[config.mk]
export PLATFORM = sky130hd
export DESIGN_NAME = swizzle_remap
export DESIGN_NICKNAME = d
export VERILOG_FILES = /design/src/rtl/swz_pkg.sv /design/src/rtl/swz_ctrl.sv /design/src/rtl/swz_datapath.sv /design/src/rtl/swizzle_remap.sv
export SDC_FILE = /design/constraint.sdc
export NUM_CORES = 1
export LEC_CHECK = 0
export ABC_AREA = 1
export BUFFER_PORTS_ARGS = -buffer_cell sky130_fd_sc_hd__buf_2
export CORE_MARGIN = 2
export CORE_UTILIZATION = 41
export DETAILED_ROUTE_END_ITERATION = 10
export PLACE_DENSITY = 0.75
export SLEW_MARGIN = 20
export SYNTH_ARGS = -nofsm -noshare
export SYNTH_HDL_FRONTEND = slang
export SYNTH_HIERARCHICAL = 1
export SYNTH_SLANG_ARGS = --single-unit
[constraint.sdc]
create_clock -name vclk -period 2.1
set_input_delay 0.42 -clock vclk [all_inputs]
set_output_delay 0.42 -clock vclk [all_outputs]
set_load 0.02 [all_outputs]
[src/rtl/swz_pkg.sv]
package swz_pkg;
  // Largest group of sub-elements handled by the remapper
  localparam int SWZ_MAX_SUB = 4;
  localparam int SWZ_IDX_W   = $clog2(SWZ_MAX_SUB);
  localparam int SWZ_WORD_W  = SWZ_MAX_SUB * SWZ_IDX_W;
  localparam int SWZ_CNT_W   = SWZ_IDX_W + 1;
  localparam int SWZ_PAIRS   = SWZ_MAX_SUB * (SWZ_MAX_SUB - 1) / 2;

  // Strobes passed from control to datapath
  typedef struct packed {
    logic                   useField;   // take remapped index from a field
    logic                   checkPerm;  // destination permutation check enabled
    logic [SWZ_MAX_SUB-1:0] usedMask;   // fields that belong to the group
    logic [SWZ_CNT_W-1:0]   groupSize;  // 1..SWZ_MAX_SUB
  } swzStrobes_t;
endpackage

[src/rtl/swz_ctrl.sv]
module swz_ctrl
  import swz_pkg::*;
(
  input  logic                 swzActive,
  input  logic [SWZ_IDX_W-1:0] subvlCode,
  input  logic                 isDest,
  input  logic [SWZ_IDX_W-1:0] subIdx,
  output swzStrobes_t          strobes
);
  logic [SWZ_CNT_W-1:0]   groupSize;
  logic                   multiSub;
  logic                   idxInGroup;
  logic [SWZ_MAX_SUB-1:0] usedMask;

  assign groupSize  = {1'b0, subvlCode} + SWZ_CNT_W'(1);
  assign multiSub   = (groupSize > SWZ_CNT_W'(1));
  assign idxInGroup = ({1'b0, subIdx} < groupSize);

  for (genvar g = 0; g < SWZ_MAX_SUB; g++) begin : g_used
    localparam logic [SWZ_CNT_W-1:0] LANE = SWZ_CNT_W'(g);
    assign usedMask[g] = (LANE < groupSize);
  end

  assign strobes.useField  = swzActive & multiSub & idxInGroup;
  assign strobes.checkPerm = swzActive & multiSub & isDest;
  assign strobes.usedMask  = usedMask;
  assign strobes.groupSize = groupSize;
endmodule

[src/rtl/swz_datapath.sv]
module swz_datapath
  import swz_pkg::*;
(
  input  logic [SWZ_WORD_W-1:0] swzWord,
  input  logic [SWZ_IDX_W-1:0]  subIdx,
  input  swzStrobes_t           strobes,
  output logic [SWZ_IDX_W-1:0]  mappedIdx,
  output logic                  illegalInstr
);
  logic [SWZ_IDX_W-1:0]   fieldVal [SWZ_MAX_SUB];
  logic [SWZ_MAX_SUB-1:0] outOfRange;
  logic [SWZ_PAIRS-1:0]   dupHit;

  // Split the word into per-slot indices and range-check each used one
  for (genvar g = 0; g < SWZ_MAX_SUB; g++) begin : g_field
    assign fieldVal[g]   = swzWord[g*SWZ_IDX_W +: SWZ_IDX_W];
    assign outOfRange[g] = strobes.usedMask[g] &
                           ({1'b0, fieldVal[g]} >= strobes.groupSize);
  end

  // Pairwise comparison of used slots, one comparator per unordered pair
  for (genvar a = 1; a < SWZ_MAX_SUB; a++) begin : g_pa
    for (genvar b = 0; b < a; b++) begin : g_pb
      localparam int P = a * (a - 1) / 2 + b;
      assign dupHit[P] = strobes.usedMask[a] & strobes.usedMask[b] &
                         (fieldVal[a] == fieldVal[b]);
    end
  end

  assign mappedIdx    = strobes.useField ? fieldVal[subIdx] : subIdx;
  assign illegalInstr = strobes.checkPerm & ((|outOfRange) | (|dupHit));
endmodule

[src/rtl/swizzle_remap.sv]
module swizzle_remap
  import swz_pkg::*;
(
  input  logic [7:0] swzWord,
  input  logic       swzActive,
  input  logic [1:0] subvlCode,
  input  logic       isDest,
  input  logic [1:0] subIdx,
  output logic [1:0] mappedIdx,
  output logic       illegalInstr
);
  swzStrobes_t strobes;

  swz_ctrl u_ctrl (
    .swzActive (swzActive),
    .subvlCode (subvlCode),
    .isDest    (isDest),
    .subIdx    (subIdx),
    .strobes   (strobes)
  );

  swz_datapath u_dp (
    .swzWord      (swzWord),
    .subIdx       (subIdx),
    .strobes      (strobes),
    .mappedIdx    (mappedIdx),
    .illegalInstr (illegalInstr)
  );
endmodule

Word level (Yosys, flattened, before mapping)
Index checks and enable logic that the tools add are counted.
Storage, ports and cells
  logic and storage cells: 46
  flip-flop bits (word level): 0
  input port bits: 14
  output and inout bits: 3
Cells by class
  multiplexer cells: 4
  magnitude comparators: 11
  reductions and logical operators: 2
  add/subtract/negate cells: 1
  bitwise gates (word level): 22
  equality and inequality tests: 6
Operator list (count)
  $and 1x1->1: 20
  $eq 2x2->1: 6
  $ge 2x3->1: 4
  $lt 1x3->1 const A: 2
  $lt 2x3->1 const A: 2
  $mux 2: 3
  $reduce_or 6->1: 1
  $bmux 2 s2: 1
  $reduce_or 4->1: 1
  $add 2x1->3 const B: 1
  $ge 3x3->1 const B: 1
  $gt 3x1->1 const B: 1
  $lt 2x3->1: 1
  $not 2->3: 1
  $or 1x1->1: 1

Longest topological paths before layout
  depth in word-level cells: 7
  depth in mapped cells: 12
  gate-level depth less buffers: 12

Cells and area by module
Netlist, hierarchy kept.
By module, submodules not included
  swz_datapath: sequential area each 0.0 µm², times used 1, area each 523.0 µm², cells an instance 108
  swz_ctrl: sequential area each 0.0 µm², times used 1, area each 127.6 µm², cells an instance 22

Worst setup path after synthesis
Ideal clock, no wire load.
  path kind: input to output
  from: input subvlCode[0]
  to: output mappedIdx[1]
  data required time: 1680 ps
  stages on the path: 9
  buffers on the path: 0
  arrival: 2183 ps
  path slack: -503 ps
  cell sequence: inv_1 > ha_1 > inv_1 > ha_1 > nand2_1 > nor2_1 > nor2_1 > inv_1 > o41ai_1
RTL lines
  start: declaration: line swizzle_remap.sv:6  | input logic [1:0] subvlCode,
  end: declaration: line swizzle_remap.sv:9  | output logic [1:0] mappedIdx,

==> impl_metrics.env <==
export IMPL_drt_iter0_markers=40
export IMPL_regArea_sq_um=0
export IMPL_syn_avg_cell_area_sq_um=5.00
export IMPL_wirelength_um=1800
export IMPL_num_io_pins=17
export IMPL_synth_area_sq_um=651
export IMPL_routedWlPerCell_um=10.3
export IMPL_cp_arrival_ns=1.82
export IMPL_hp_start="subIdx[0]"
export IMPL_max_slew_margin_rel_pct=76.6
export IMPL_yosys_warnings=6
export IMPL_start_util_pct=43.7
export IMPL_power_mw=0.221
export IMPL_grt_antenna_before_repair=0
export IMPL_die_area_sq_um=1920
export IMPL_drc_errors=0
export IMPL_vias=872
export IMPL_grt_total_usage_pct=20.8
export IMPL_antennaDiodeCount=0
export IMPL_met1_length_um=804
export IMPL_cellPowerDensity_nw_per_um2=231
export IMPL_overflow=0
export IMPL_grt_max_degree=7
export IMPL_max_freq_ghz=0.447
export IMPL_cp_end_kind="output pin"
export IMPL_setup_slack_ns=-0.136
export IMPL_cap_violations=0
export IMPL_status="finished with violations"
export IMPL_num_nets_final=187
export IMPL_hold_path_end="mappedIdx[0]"
export IMPL_report_final_hold_viol_count=0
export IMPL_nFlopsAndLatches=0
export IMPL_ys_seq_area_share_pct=0
export IMPL_syn_nets=156
export IMPL_instances_no_fill=175
export IMPL_yosys_cell_types_count=16
export IMPL_place_inst=175
export IMPL_port_buffers=17
export IMPL_ir_worst_vdd_uv=124
export IMPL_maxUsedRoutingLayer="met4"
export IMPL_dr_wl_met2_um=881
export IMPL_synthToLayoutAreaGrowth_pct=47.3
export IMPL_synth_top_area_cell="nand2_1"
export IMPL_gp_congestion=0.951
export IMPL_n_clock_buffer=0
export IMPL_post_cts_setup_buffer_count=0
export IMPL_netlist_area_leader_share_pct=28.3
export IMPL_failed_checks="setup timing"
export IMPL_place_hpwl_um=1490
export IMPL_die_w_um=43.8
export IMPL_netlist_top_cells_count="nand2_1 (49), inv_1 (24), nor2_1 (15)"
export IMPL_cp_max_fo=2
export IMPL_tns_ns=-0.319
export IMPL_netlist_instances=130
export IMPL_post_route_period_util_pct=106
export IMPL_dr_pass1_iters=4
export IMPL_dp_worst_setup_slack_ns=-0.390
export IMPL_hp_class="primary input to output pin"
export IMPL_drt_antenna_violating_nets=0
export IMPL_utilization_pct=64.4
export IMPL_required_ns=1.68
export IMPL_via_per_inst=4.98
export IMPL_rsz0062_at_grt="true"
export IMPL_worstSetupPathType="primary input to output pin"
export IMPL_leakage_nw=0.578
export IMPL_dr_wl_met3_um=94
export IMPL_drive_above_1_share_pct=30.2
export IMPL_worst_setup_path_start_kind="primary input"
export IMPL_dieHeight_um=43.8
export IMPL_grt_pass1_wl_um=3160
export IMPL_hold_buffers=0
export IMPL_worst_slew_pin_slew_ns=0.347
export IMPL_core_sq_um=1490
export IMPL_ys_top_cells_by_area="nand2_1 (28%), ha_1 (23%), inv_1 (14%), nor2_1 (8.7%), nand3_1 (6.9%)"
export IMPL_slew_viol_final=0
export IMPL_min_period_ns=2.24
export IMPL_yosysMostFrequentCell="nand2_1"
export IMPL_min_path_cells=4
export IMPL_rows=14
export IMPL_grt_pass1_vias=716
export IMPL_setup_viol=3
## stage by stage
stage                     area (sq um)  hold slack [ns]
after global routing               958             1.26
after CTS                          943             1.26
after detailed placement           896             1.25
final                              958             1.24
after global placement             896             1.25
after floorplan                    701            0.933
## worst max path at each step
stage,endpoint,startpoint,slack (ns),depth (start not counted)
finish,mappedIdx[0],subvlCode[0],-0.14,13
global route,mappedIdx[0],subvlCode[0],-0.23,13
CTS,mappedIdx[0],subvlCode[0],-0.14,13
detailed placement,mappedIdx[1],subvlCode[0],-0.39,11
global placement,mappedIdx[1],subvlCode[0],-0.35,11
floorplan,mappedIdx[1],subvlCode[0],-0.12,9
## routing by layer
layer | GRT usage, % | up-vias
met5 | 0 | -
met1 | 28.6 | 374
met4 | 0 | 0
li1 | - | 456
met3 | 0 | 5
met2 | 38.5 | 37
## placed cells by master (no fill, tap or decap), types with 2 or more instances in the layout
master,Yosys,layout
nand3_1,9,9
buf_2,0,12
inv_2,4,7
nor2_1,15,15
ha_1,12,10
o21ai_0,5,3
ha_4,0,2
o211ai_1,2,2
inv_1,24,19
buf_4,2,16
buf_6,0,2
nand2_1,49,48
## report_power, final
group	switching (mW)	internal, mW
logic	0.121	0.100
registers	0	0
clock network	0	0
## what timing repair did
action / 4_1_cts / 5_1_grt
pin swaps: 9 / 3
setup endpoints to repair: 3 / 3
gates resized for setup: 14 / 4
## critical path, cell delays in order
cell,delay (ns)
buf_12,0.09
inv_12,0.03
ha_4,0.26
inv_2,0.04
ha_4,0.20
nand2_2,0.05
nor2_1,0.04
nor2_1,0.15
buf_4,0.14
o211ai_1,0.07
a21oi_1,0.15
a21oi_2,0.05
buf_6,0.13
## cell type report
cell class / count / area [sq um]
multi-input combinational: 99 / 592
inverter: 29 / 124
fill: 132 / 531
tap: 16 / 20.0
timing repair buffer: 31 / 223
## logic make-up (layout without fill, tap and decap cells)
group,after synthesis,count (layout),share of synthesized area [%]
xor gates and xnor gates,1,1,1.35
and+or+nand+nor,76,76,47.5
buffers and inverters,31,60,19.0
AOI/OAI and AO/OA,10,10,9.04
adders and majority gates,12,12,23.1
(Power assumes the default switching activity.)
